## config.mk

```make
export PLATFORM = sky130hd
export DESIGN_NAME = pair_stack_regfile
export DESIGN_NICKNAME = d
export VERILOG_FILES = /design/src/rtl/stk_pkg.sv /design/src/rtl/stk_word_merge.sv /design/src/rtl/stk_ptr_ctrl.sv /design/src/rtl/stk_slot_array.sv /design/src/rtl/pair_stack_regfile.sv
export SDC_FILE = /design/constraint.sdc
export NUM_CORES = 1
export LEC_CHECK = 0
export ABC_AREA = 0
export CORE_AREA = 2 2 166 168
export CTS_CLUSTER_DIAMETER = 40
export DETAILED_ROUTE_END_ITERATION = 8
export DIE_AREA = 0 0 168 170
export GPL_TIMING_DRIVEN = 0
export HOLD_SLACK_MARGIN = 0.02
export PLACE_DENSITY = 0.56
export SLEW_MARGIN = 20
export SYNTH_ARGS = -nofsm -noshare
export SYNTH_HDL_FRONTEND = slang
export SYNTH_SLANG_ARGS = --single-unit
```

## constraint.sdc

```tcl
create_clock -name clk -period 4.89 [get_ports clk]
set_input_delay 0.489 -clock clk [delete_from_list [all_inputs] [get_ports clk]]
set_output_delay 0.489 -clock clk [all_outputs]
set_load 0.02 [all_outputs]
```

## src/rtl/stk_pkg.sv

```systemverilog
package stk_pkg;

  typedef enum logic [2:0] {
    OP_NOP       = 3'd0,
    OP_PUSH      = 3'd1,
    OP_POP       = 3'd2,
    OP_PUSH2     = 3'd3,
    OP_PUSH_HL   = 3'd4,
    OP_PUSH_REPL = 3'd5,
    OP_REPL      = 3'd6,
    OP_RSVD      = 3'd7
  } stk_op_e;

  function automatic logic is_push(input stk_op_e o);
    return (o == OP_PUSH) || (o == OP_PUSH2) || (o == OP_PUSH_HL) ||
           (o == OP_PUSH_REPL);
  endfunction

endpackage

```

## src/rtl/stk_word_merge.sv

```systemverilog
module stk_word_merge #(
  parameter int WIDTH = 16
) (
  input  logic [WIDTH-1:0] hi_src,
  input  logic [WIDTH-1:0] lo_src,
  output logic [WIDTH-1:0] merged
);
  localparam int HALF = WIDTH / 2;

  // Left literal lands in the upper half, right literal in the lower half.
  assign merged = {hi_src[HALF-1:0], lo_src[HALF-1:0]};

endmodule

```

## src/rtl/stk_ptr_ctrl.sv

```systemverilog
module stk_ptr_ctrl
  import stk_pkg::*;
#(
  parameter int WIDTH = 16,
  parameter int DEPTH = 8,
  localparam int PW = $clog2(DEPTH)
) (
  input  logic             clk,
  input  logic             rst_n,
  input  stk_op_e          op,
  input  logic [WIDTH-1:0] data_a,
  input  logic [WIDTH-1:0] data_b,
  input  logic [WIDTH-1:0] merged,
  output logic [PW-1:0]    tos,
  output logic [PW:0]      depth,
  output logic             ovf,
  output logic             unf,
  output logic             wa_en,
  output logic [PW-1:0]    wa_addr,
  output logic [WIDTH-1:0] wa_data,
  output logic             wb_en,
  output logic [PW-1:0]    wb_addr,
  output logic [WIDTH-1:0] wb_data
);
  localparam logic [PW+1:0] FULL = (PW+2)'(DEPTH);
  localparam logic [PW-1:0] ONE  = PW'(1);
  localparam logic [PW-1:0] TWO  = PW'(2);

  logic [1:0]    grow;
  logic          shrink;
  logic [PW+1:0] sum;
  logic [PW-1:0] tos_nxt;
  logic [PW:0]   depth_nxt;
  logic          ovf_nxt;
  logic          unf_nxt;

  // Port A is the first instruction of a pair, port B the second.
  always_comb begin
    wa_en   = 1'b0;
    wa_addr = tos + ONE;
    wa_data = data_a;
    wb_en   = 1'b0;
    wb_addr = tos + TWO;
    wb_data = data_b;
    grow    = 2'd0;
    shrink  = 1'b0;
    unique case (op)
      OP_PUSH: begin
        wa_en = 1'b1;
        grow  = 2'd1;
      end
      OP_PUSH2: begin
        wa_en = 1'b1;
        wb_en = 1'b1;
        grow  = 2'd2;
      end
      OP_PUSH_HL: begin
        wa_en   = 1'b1;
        wa_data = merged;
        grow    = 2'd1;
      end
      OP_PUSH_REPL: begin
        wa_en   = 1'b1;
        wb_en   = 1'b1;
        wb_addr = tos + ONE;
        grow    = 2'd1;
      end
      OP_REPL: begin
        wa_en   = 1'b1;
        wa_addr = tos;
      end
      OP_POP: shrink = 1'b1;
      default: ;
    endcase
  end

  always_comb begin
    sum       = {1'b0, depth} + (PW+2)'(grow);
    ovf_nxt   = 1'b0;
    unf_nxt   = 1'b0;
    depth_nxt = depth;
    tos_nxt   = shrink ? (tos - ONE) : (tos + PW'(grow));
    if (shrink) begin
      if (depth == '0) unf_nxt = 1'b1;
      else             depth_nxt = depth - 1'b1;
    end else if (sum > FULL) begin
      ovf_nxt   = 1'b1;
      depth_nxt = FULL[PW:0];
    end else begin
      depth_nxt = sum[PW:0];
    end
  end

  always_ff @(posedge clk) begin
    if (!rst_n) begin
      tos   <= '0;
      depth <= '0;
      ovf   <= 1'b0;
      unf   <= 1'b0;
    end else begin
      tos   <= tos_nxt;
      depth <= depth_nxt;
      ovf   <= ovf_nxt;
      unf   <= unf_nxt;
    end
  end

endmodule

```

## src/rtl/stk_slot_array.sv

```systemverilog
module stk_slot_array #(
  parameter int WIDTH = 16,
  parameter int DEPTH = 8,
  localparam int PW = $clog2(DEPTH)
) (
  input  logic             clk,
  input  logic             rst_n,
  input  logic             wa_en,
  input  logic [PW-1:0]    wa_addr,
  input  logic [WIDTH-1:0] wa_data,
  input  logic             wb_en,
  input  logic [PW-1:0]    wb_addr,
  input  logic [WIDTH-1:0] wb_data,
  input  logic [PW-1:0]    rd_top_addr,
  input  logic [PW-1:0]    rd_next_addr,
  input  logic [PW-1:0]    rd_peek_addr,
  output logic [WIDTH-1:0] rd_top,
  output logic [WIDTH-1:0] rd_next,
  output logic [WIDTH-1:0] rd_peek
);
  logic [WIDTH-1:0] slots [DEPTH];

  for (genvar g = 0; g < DEPTH; g++) begin : g_slot
    logic [WIDTH-1:0] slot_q;
    logic             hit_a;
    logic             hit_b;

    assign hit_a = wa_en && (wa_addr == PW'(g));
    assign hit_b = wb_en && (wb_addr == PW'(g));

    // The second instruction's port takes priority on a shared slot.
    always_ff @(posedge clk) begin
      if (!rst_n)     slot_q <= '0;
      else if (hit_b) slot_q <= wb_data;
      else if (hit_a) slot_q <= wa_data;
    end

    assign slots[g] = slot_q;
  end

  // Reads see registered contents only: a pending write shows after the edge.
  assign rd_top  = slots[rd_top_addr];
  assign rd_next = slots[rd_next_addr];
  assign rd_peek = slots[rd_peek_addr];

endmodule

```

## src/rtl/pair_stack_regfile.sv

```systemverilog
module pair_stack_regfile #(
  parameter int WIDTH = 16,
  parameter int DEPTH = 8,
  localparam int PW = $clog2(DEPTH)
) (
  input  logic             clk,
  input  logic             rst_n,
  input  logic [2:0]       op,
  input  logic [WIDTH-1:0] data_a,
  input  logic [WIDTH-1:0] data_b,
  input  logic [PW-1:0]    peek_off,
  output logic [WIDTH-1:0] top_word,
  output logic [WIDTH-1:0] next_word,
  output logic [WIDTH-1:0] peek_word,
  output logic [PW:0]      depth,
  output logic             ovf,
  output logic             unf
);
  logic [WIDTH-1:0] merged;
  logic [PW-1:0]    tos;
  logic             wa_en;
  logic [PW-1:0]    wa_addr;
  logic [WIDTH-1:0] wa_data;
  logic             wb_en;
  logic [PW-1:0]    wb_addr;
  logic [WIDTH-1:0] wb_data;

  stk_word_merge #(.WIDTH(WIDTH)) u_merge (
    .hi_src (data_a),
    .lo_src (data_b),
    .merged (merged)
  );

  stk_ptr_ctrl #(.WIDTH(WIDTH), .DEPTH(DEPTH)) u_ctrl (
    .clk     (clk),
    .rst_n   (rst_n),
    .op      (stk_pkg::stk_op_e'(op)),
    .data_a  (data_a),
    .data_b  (data_b),
    .merged  (merged),
    .tos     (tos),
    .depth   (depth),
    .ovf     (ovf),
    .unf     (unf),
    .wa_en   (wa_en),
    .wa_addr (wa_addr),
    .wa_data (wa_data),
    .wb_en   (wb_en),
    .wb_addr (wb_addr),
    .wb_data (wb_data)
  );

  stk_slot_array #(.WIDTH(WIDTH), .DEPTH(DEPTH)) u_slots (
    .clk          (clk),
    .rst_n        (rst_n),
    .wa_en        (wa_en),
    .wa_addr      (wa_addr),
    .wa_data      (wa_data),
    .wb_en        (wb_en),
    .wb_addr      (wb_addr),
    .wb_data      (wb_data),
    .rd_top_addr  (tos),
    .rd_next_addr (tos - PW'(1)),
    .rd_peek_addr (tos - peek_off),
    .rd_top       (top_word),
    .rd_next      (next_word),
    .rd_peek      (peek_word)
  );

endmodule

```

# ---- Yosys cells after proc, flatten, opt, wreduce, memory -nomap -nowiden
# Cells that the tools add are included.
dict set report word_totals {
  reg_bits 137
  inputBits 40
  output_inout_bits 54
  word_cells 118
}
dict set report op_classes {
  addsub 7
  order_cmp 4
  eq_ne 21
  mux 38
  bitwise 4
  n_reduce_logical 32
}
# cell count
set op_table {}
lappend op_table {{16-bit two-way mux} 23}
lappend op_table {{16-bit binary-select mux with 3-bit select} 3}
lappend op_table {{3-bit equality test (second input constant)} 11}
lappend op_table {{3-bit by 2-bit equality test with 1-bit output (second input constant)} 6}
lappend op_table {{1-bit logical AND} 16}
lappend op_table {{2-bit nonzero test} 8}
lappend op_table {{4-bit greater-or-equal comparator (second input constant)} 3}
lappend op_table {{4-bit two-way mux} 3}
lappend op_table {{3-bit inverter with 4-bit output} 3}
lappend op_table {{3-bit by 1-bit equality test with 1-bit output (second input constant)} 3}
lappend op_table {{3-bit two-way mux} 3}
lappend op_table {{3-bit logical NOT} 2}
lappend op_table {{4-bit by 2-bit adder with 5-bit output} 1}
lappend op_table {{5-bit by 4-bit greater-than comparator with 1-bit output (second input constant)} 1}
lappend op_table {{1-bit two-way mux} 5}
lappend op_table {{5-bit OR reduction} 1}
lappend op_table {{4-bit logical NOT} 1}
lappend op_table {{2-bit case mux with 2 select lines} 1}
lappend op_table {{2-bit OR reduction} 2}
lappend op_table {{4-bit by 1-bit subtractor with 4-bit output (second input constant)} 1}
lappend op_table {{3-bit by 1-bit adder with 3-bit output (second input constant)} 1}
lappend op_table {{3-bit by 2-bit adder with 3-bit output} 1}
lappend op_table {{3-bit by 2-bit adder with 3-bit output (second input constant)} 1}
lappend op_table {{3-bit OR reduction} 1}
lappend op_table {{5 further kinds} 5}

# ---- Depth between registers and ports, before layout
# Gate-level depths: netlist of run 1.
dict set report logic_depth {
  ltp_word 7
  depth_mapped 12
  depth_no_buf 10
}

# ---- By module
# From an unflattened synthesis of run 1, not the netlist that was laid out.
dict set report hier_totals {
  hier_cells 1078
  area_unflattened_um2 10252.3
}
# mod n_inst cells_per_inst area_each_um2 seq_area_each_um2
set modules_own_cells {}
lappend modules_own_cells {stk_slot_array 1 922 8918.6 2562.5}
lappend modules_own_cells {stk_ptr_ctrl 1 130 1117.3 180.2}
lappend modules_own_cells {stk_word_merge 1 16 120.1 0.0}
lappend modules_own_cells {pair_stack_regfile 1 10 96.3 0.0}

# ---- Worst setup path before layout of run 1
# Ideal clock, no wire load.
dict set report synth_path {
  kind {reg2out}
  start {reg u_ctrl.tos[1]}
  end {out next_word[10]}
  arrival_time_ps 3122
  required_ps 4401
  slack_ps 1279
  path_stages_with_launch 10
  path_buffers 5
  cell_sequence {dfxtp_1 > buf_2 > buf_1 > inv_1 > ha_1 > buf_2 > buf_2 > clkbuf_1 > mux4_2 > mux2_2}
}
dict set report synth_via {
  elab_chain_cells 5
}
# element line_no
set synth_lines {}
lappend synth_lines {{from (decl)} stk_ptr_ctrl.sv:14} ;# output logic [PW-1:0] tos,
lappend synth_lines {{from (signal assigned)} stk_ptr_ctrl.sv:101} ;# tos <= tos_nxt;
lappend synth_lines {{3-bit by 1-bit subtractor with 3-bit output} pair_stack_regfile.sv:63} ;# .rd_next_addr (tos - PW'(1)),
lappend synth_lines {{3-bit inverter with 4-bit output (not written as such)} stk_slot_array.sv:43} ;# assign rd_next = slots[rd_next_addr];
lappend synth_lines {{16-bit binary-select mux with 3-bit select} stk_slot_array.sv:43}
lappend synth_lines {{16-bit two-way mux (not written as such) (2 in series)} stk_slot_array.sv:43}
lappend synth_lines {{to (decl)} pair_stack_regfile.sv:13} ;# output logic [WIDTH-1:0] next_word,
# No other way between the ends. The select of a mux whose other input is x is not followed.

# ---- Worst setup path after layout of run 1
dict set report layout_path {
  start {reg u_ctrl.tos[0]}
  end {out peek_word[6]}
}
dict set report layout_via {
  elab_chain_cells 5
}
# element line_no
set layout_lines {}
lappend layout_lines {{3-bit subtractor} pair_stack_regfile.sv:64} ;# .rd_peek_addr (tos - peek_off),
lappend layout_lines {{3-bit inverter with 4-bit output (not written as such)} stk_slot_array.sv:44} ;# assign rd_peek = slots[rd_peek_addr];
lappend layout_lines {{16-bit binary-select mux with 3-bit select} stk_slot_array.sv:44}
lappend layout_lines {{16-bit two-way mux (not written as such) (2 in series)} stk_slot_array.sv:44}
lappend layout_lines {{to (decl)} pair_stack_regfile.sv:14} ;# output logic [WIDTH-1:0] peek_word,
# No other way between the ends. The select of a mux whose other input is x is not followed.

==> flow_metrics.py, run 1 <==
metrics = {
    "outcome": {
        "status": "completed",
    },
    "logic_synthesis": {
        "yosys.area_share.simple": 0.0663,
        "synthXorXnorAreaFrac": 0.00568,
        "muxShareOfSynthArea": 0.446,
        "ys_types": 55,
        "ys_seq_area_frac": 0.297,
        "synth-compound-area-share": 0.127,
        "yosys-top-cells-area": "dfxtp_1 30%, mux4_2 23%, mux2i_1 13%, mux2_2 7.8%, o22ai_1 7.2%",
        "synthTopCellsByCount": "137 x dfxtp_1, 124 x mux2i_1, 106 x o22ai_1, 96 x mux4_2, 64 x mux2_2",
        "syn-num-nets": 833,
        "syn_avg_cell_area_um2": 11.8,
        "yosys.area.top_type": "dfxtp_1",
        "synth_top_area_frac": 0.297,
        "ys.flop_type": "dfxtp_1",
        "yosysWarningCount": 0,
        "synth-edff-count": 0,
        "syn_area_mm2": 0.00925,
        "synth_top_family_by_area": "multiplexers",
        "syn_inst": 783,
        "async_flop_share": 0,
        "synthAdderAreaFrac": 0.0160,
        "synth_seq_cells": 137,
        "yosysMostFrequentCell": "dfxtp_1",
    },
    "power": {
        "clkPwrFrac": 0.338,
        "ir_drop_uv": 194,
        "p_switching_mw": 1.42,
        "power_density_mw_per_mm2": 363,
        "p_int_mw": 2.67,
        "p_leak_nw": 3.98,
        "combinationalPowerShare": 0.344,
        "p_sw_frac": 0.347,
        "power_frac_seq": 0.318,
    },
    "setup_path": {
        "start_kind": "flip-flop",
        "cp.required_ns": 4.40,
        "endpoint_kind": "primary output",
        "crit_type": "reg -> out",
        "arrival_ns": 4.23,
        "cp_max_fo": 10,
    },
    "placement": {
        "gp_routability_congestion": 0.861,
        "place_area_mm2": 0.0106,
        "placed_cells": 1216,
        "dpl.hpwl_um": 24200,
        "place_worst_setup_slack_ns": -0.703,
        "portBuffers": 91,
    },
    "route": {
        "drt-pass1-iter-count": 5,
        "wl_per_cell_um": 29.5,
        "route.detailed.drc": 0,
        "dr.first_iter.drc_count": 1080,
        "routed_wl_um": 36800,
        "vias_per_cell": 6.53,
        "via_count": 8140,
        "ant_nets": 0,
    },
    "cts": {
        "clock_latency_ns": 0.43,
        "htree_levels": 4,
        "numCtsBuffers": 17,
        "clockRootBuffer": "clkbuf_16",
        "tritoncts": "done",
        "cts_setup_buffers": 0,
        "cts.sinks": 137,
        "clk_pin_slew_worst_paths_ns": 0.06,
        "cts_hold_buf": 0,
        "clk_path_buf_depth": 2,
    },
    "sta": {
        "timing.fmax_mhz": 212,
        "fin_crit_ns": 4.72,
        "final.period_utilization": 0.964,
        "fin_ws_ns": 0.174,
        "finalSetupViolCount": 0,
        "fin_skew_ns": 0.00632,
        "worst_pin_slew_ns": 1.08,
        "drv_slew": 0,
        "slew_headroom": 0.277,
        "rsz0062_at_grt": "no",
        "hold_viol_final": 0,
    },
    "grt": {
        "grt_pass1_vias": 7870,
        "grt_usage": 0.256,
        "overflow": 0,
        "grt_pass1_wl_um": 52600,
        "antenna_found_initial": 0,
        "grt_max_degree": 20,
    },
    "layout": {
        "drive_gt1_frac": 0.291,
        "instances_no_fill": 1247,
        "area_growth_syn_to_layout_pct": 21.6,
        "design_area_mm2": 0.0112,
        "fin_nets": 943,
        "final_core_util": 0.422,
        "multi_input_area_mm2": 0.00613,
        "seq_area_mm2": 0.00274,
        "fillCellCount": 2514,
        "diodes": 0,
    },
    "die": {
        "die_h_um": 170,
        "core-area_mm2": 0.0267,
        "die_area_mm2": 0.0286,
        "row_count": 60,
        "initial_core_util": 0.347,
        "die_w_um": 168,
        "io_pins": 94,
    },
    "worst_hold_path": {
        "worstHoldPathType": "reg -> reg",
    },
    "run": {
        "cap_violations": 0,
    },
}
## critical path, stage by stage (launching register included)
cell	delay, ns
dfxtp_1	0.42
buf_2	0.23
inv_1	0.13
ha_1	0.16
inv_1	0.05
fa_1	0.48
clkbuf_1	0.32
clkdlybuf4s15_2	0.58
mux4_2	0.57
mux2_2	0.30
clkdlybuf4s50_1	0.54
## registers in the layout, summed over array words and instances, names as in the netlist
signal and cells:
u_ctrl.ovf 1, u_ctrl.depth 4, u_slots.g_slot.slot_q 128, u_ctrl.tos 3, u_ctrl.unf 1
## logic make-up after synthesis
kind of cell             Yosys count
adder cells (fa/ha/maj)           10
multiplexers                     284
XOR/XNOR                           6
AND/OR/NAND/NOR                  102
buffers and inverters             81
AO/OA/AOI/OAI                    163
flip-flops                       137
## power by group through the flow
stage / combinational (mW) / clock [mW] / sequential, mW
after floorplan: 0.908 / 0 / 1.29
after global placement: 1.37 / 0 / 1.31
after detailed placement: 1.38 / 0 / 1.32
after CTS: 1.39 / 1.38 / 1.29
after global routing: 1.46 / 1.43 / 1.31
final: 1.41 / 1.38 / 1.30
## layout make-up
class / instances / share of cell area
flip-flops and latches: 137 / 0.244
plain buffers: 68 / 0.0328
repair buffers: 92 / 0.0817
clock inverters: 10 / 0.0125
multi-input cells: 565 / 0.545
clock buffers: 22 / 0.0422
well taps: 341 / 0.0379
inverters: 12 / 0.00401
## metrics by stage
step	total power [mW]	setup TNS, ns	hold WS, ns
2_1_floorplan	2.20	0	0.496
3_3_place_gp	2.68	-6.52	0.529
3_5_place_dp	2.69	-6.60	0.542
4_1_cts	4.06	0	0.562
5_1_grt	4.20	0	0.581
6_report	4.09	0	0.567
## timing repair
item | in CTS | in global routing
hold endpoints to repair | 0 | 0
endpoints found under the setup margin | 32 | 23
gates resized for setup | 10 | 4
## worst paths after layout
path,startpoint,endpoint,slack [ns],depth (start not counted)
min,u_slots.g_slot[0].slot_q[13]$_SDFFE_PN0P_,u_slots.g_slot[0].slot_q[13]$_SDFFE_PN0P_,0.57,2
max,u_ctrl.tos[0]$_SDFF_PN0_,peek_word[6],0.17,10
max reg2reg,u_ctrl.tos[1]$_SDFF_PN0_,u_slots.g_slot[6].slot_q[12]$_SDFFE_PN0P_,0.81,10
min reg2reg,u_slots.g_slot[0].slot_q[13]$_SDFFE_PN0P_,u_slots.g_slot[0].slot_q[13]$_SDFFE_PN0P_,0.57,2
## cell usage in the layout, fill, tap and decap left out, drive strengths merged, types with 2 or more instances in the layout
| cell type | n |
|---|---|
| dfxtp | 137 |
| mux2i | 124 |
| o22ai | 116 |
| mux4 | 96 |
| clkdlybuf4s50 | 91 |
| mux2 | 64 |
| clkbuf | 46 |
| buf | 44 |
| nand2 | 32 |
| nand4 | 17 |
| inv | 14 |
| o221ai | 13 |
| nor2 | 10 |
| nand2b | 9 |
| a21oi | 9 |
| o21ai | 8 |
| ha | 7 |
| nand3 | 6 |
| nand3b | 4 |
| xor2 | 4 |
| nor4bb | 4 |
| a21o | 3 |
| nor3 | 3 |
| o211a | 3 |
| fa | 3 |
| bufinv | 3 |
| clkinvlp | 3 |
| a21boi | 3 |
| or4b | 2 |
| nand4b | 2 |
| and4 | 2 |
| o21a | 2 |
| nor2b | 2 |
| and3 | 2 |
| clkinv | 2 |
| xnor2 | 2 |
| nor3b | 2 |
| and2b | 2 |
## routing by layer
layer / GRT usage / wire length (µm)
met1: 0.332 / 14900
met2: 0.407 / 16800
met3: 0.0586 / 3620
met4: 0.115 / 1420
met5: 0 / 0
No activity file was read; power rests on OpenSTA's default activity.
==> run 2, diff against run 1 <==
--- a/config.mk
+++ b/config.mk
@@ -19 +19,2 @@
 export SYNTH_SLANG_ARGS = --single-unit
+export TNS_END_PERCENT = 30
--- a/constraint.sdc
+++ b/constraint.sdc
@@ -3,2 +3,2 @@
 set_output_delay 0.489 -clock clk [all_outputs]
-set_load 0.02 [all_outputs]
+set_load 0.05 [all_outputs]
==> run 2 against run 1 <==
Compared with the run above: register-to-register slack better by 0.10 ns; via count hardly changed; clock skew hardly changed; sequential cell count stayed put; design area hardly changed; final cell count stayed put; fmax is 0.36% lower; core utilization hardly changed; highest routed layer unchanged.
==> flow_metrics.py, run 2 (synthesis gave the netlist of run 1 again) <==
metrics = {
    "power": {
        "p_leak_nw": 3.98,
        "p_int_mw": 2.67,
        "ir_drop_uv": 198,
        "power_frac_seq": 0.308,
        "power_density_mw_per_mm2": 375,
        "total_power_mw": 4.22,
        "combinationalPowerShare": 0.364,
        "p_sw_frac": 0.368,
        "clkPwrFrac": 0.328,
        "p_switching_mw": 1.55,
    },
    "route": {
        "via_count": 8142,
        "dr.first_iter.drc_count": 1018,
        "route.detailed.drc": 0,
        "vias_per_cell": 6.53,
        "drt-pass1-iter-count": 5,
        "wl_per_cell_um": 29.5,
        "ant_nets": 0,
        "routed_wl_um": 36800,
    },
    "cts": {
        "numCtsBuffers": 17,
        "cts.sinks": 137,
        "clockRootBuffer": "clkbuf_16",
        "clk_path_buf_depth": 2,
        "htree_levels": 4,
        "clock_latency_ns": 0.43,
        "clk_pin_slew_worst_paths_ns": 0.06,
        "cts_hold_buf": 0,
        "tritoncts": "done",
    },
    "grt": {
        "antenna_found_initial": 0,
        "overflow": 0,
        "grt_usage": 0.256,
        "grt_pass1_vias": 7882,
        "grt_max_degree": 20,
        "grt_pass1_wl_um": 52700,
    },
    "layout": {
        "final_core_util": 0.422,
        "fin_nets": 943,
        "fillCellCount": 2513,
        "largestRegisters": "u_slots.g_slot.slot_q x128, u_ctrl.depth x4, u_ctrl.tos x3",
        "instances_no_fill": 1247,
        "largest_reg_flops": 128,
        "layout_common_cells": "137 x dfxtp_1, 124 x mux2i_1, 106 x o22ai_1, 96 x mux4_2, 91 x clkdlybuf4s50_1",
        "diodes": 0,
        "drive_gt1_frac": 0.291,
        "area_growth_syn_to_layout_pct": 21.6,
        "mostFrequentLayoutCell": "dfxtp_1",
        "design_area_mm2": 0.0113,
        "regMostFlops": "u_slots.g_slot.slot_q",
    },
    "placement": {
        "place_worst_setup_slack_ns": -0.866,
        "portBuffers": 91,
        "dpl.hpwl_um": 24200,
        "placed_cells": 1216,
        "place_area_mm2": 0.0106,
        "gp_routability_congestion": 0.861,
    },
    "sta": {
        "finalSetupViolCount": 0,
        "tns_ns": 0,
        "fin_crit_ns": 4.73,
        "drv_slew": 0,
        "final.period_utilization": 0.968,
        "slew_headroom": 0.273,
        "timing.fmax_mhz": 211,
        "hold_slack_ns": 0.568,
        "worst_pin_slew_ns": 1.08,
        "hold_viol_final": 0,
        "fin_skew_ns": 0.00627,
        "rsz0062_at_grt": "no",
        "fin_ws_ns": 0.157,
    },
    "die": {
        "die_w_um": 168,
        "initial_core_util": 0.347,
        "io_pins": 94,
        "row_count": 60,
        "die_area_mm2": 0.0286,
        "core-area_mm2": 0.0267,
        "die_h_um": 170,
    },
    "setup_path": {
        "reg2reg_from": "u_ctrl.tos[1]$_SDFF_PN0_",
        "start_kind": "flip-flop",
        "endpoint_kind": "primary output",
        "cp.required_ns": 4.40,
        "crit_type": "reg -> out",
        "crit_start": "u_ctrl.tos[0]$_SDFF_PN0_",
        "arrival_ns": 4.24,
        "cp_max_fo": 10,
    },
    "worst_hold_path": {
        "worstHoldPathType": "reg -> reg",
        "min_from": "u_slots.g_slot[0].slot_q[13]$_SDFFE_PN0P_",
    },
    "run": {
        "cap_violations": 0,
    },
    "outcome": {
        "status": "completed",
    },
}
-- run 2: cell count changes in the layout (fill, tap and decap cells not counted) --
cell             change
buf_2                -2
clkdlybuf4s15_2      -1
clkbuf_2             -1
buf_6                +1
buf_4                +1
clkbuf_4             +2
-- run 2: final cells by class --
type / instances / area [µm²] / share of cell area
inverter: 12 / 45.0 / 0.00400
clock inverter: 10 / 140 / 0.0125
sequential: 137 / 2740 / 0.244
timing repair buffer: 92 / 918 / 0.0816
buffer: 68 / 377 / 0.0335
multi-input combinational: 565 / 6130 / 0.545
tap: 341 / 427 / 0.0379
clock buffer: 22 / 474 / 0.0421
-- run 2: timing repair --
item | CTS | global route
gates resized for setup | 14 | 8
buffers inserted | 0 | 0
endpoints found under the setup margin | 32 | 25
-- run 2: final timing paths --
| kind | to | slack [ns] | depth (start not counted) |
|---|---|---|---|
| min reg2reg | u_slots.g_slot[0].slot_q[13]$_SDFFE_PN0P_ | 0.57 | 2 |
| max | peek_word[15] | 0.16 | 11 |
| min | u_slots.g_slot[0].slot_q[13]$_SDFFE_PN0P_ | 0.57 | 2 |
| max reg2reg | u_slots.g_slot[6].slot_q[12]$_SDFFE_PN0P_ | 0.91 | 10 |
-- run 2: power groups by stage --
stage	Combinational (mW)	Clock [mW]	Sequential [mW]
6_report	1.54	1.39	1.30
5_1_grt	1.60	1.43	1.31
4_1_cts	1.52	1.38	1.29
3_5_place_dp	1.50	0	1.32
3_3_place_gp	1.49	0	1.31
2_1_floorplan	1.03	0	1.30
-- run 2: per-layer routing --
metal,share of wire,GRT usage,up-vias,routed length (µm)
met4,0.042,0.115,0,1530
met5,0,0,-,0
li1,-,-,3409,-
met3,0.099,0.0584,101,3630
met1,0.41,0.334,4081,15000
met2,0.45,0.407,551,16700
-- run 2: worst max-delay path: stages (launching register included) --
cell and delay, ns:
dfxtp_1 0.42, buf_2 0.24, inv_1 0.13, ha_1 0.16, inv_1 0.05, fa_1 0.37
xor2_1 0.18, xnor2_2 0.35, buf_2 0.50, mux4_2 0.38, mux2_2 0.30, clkdlybuf4s50_1 0.71
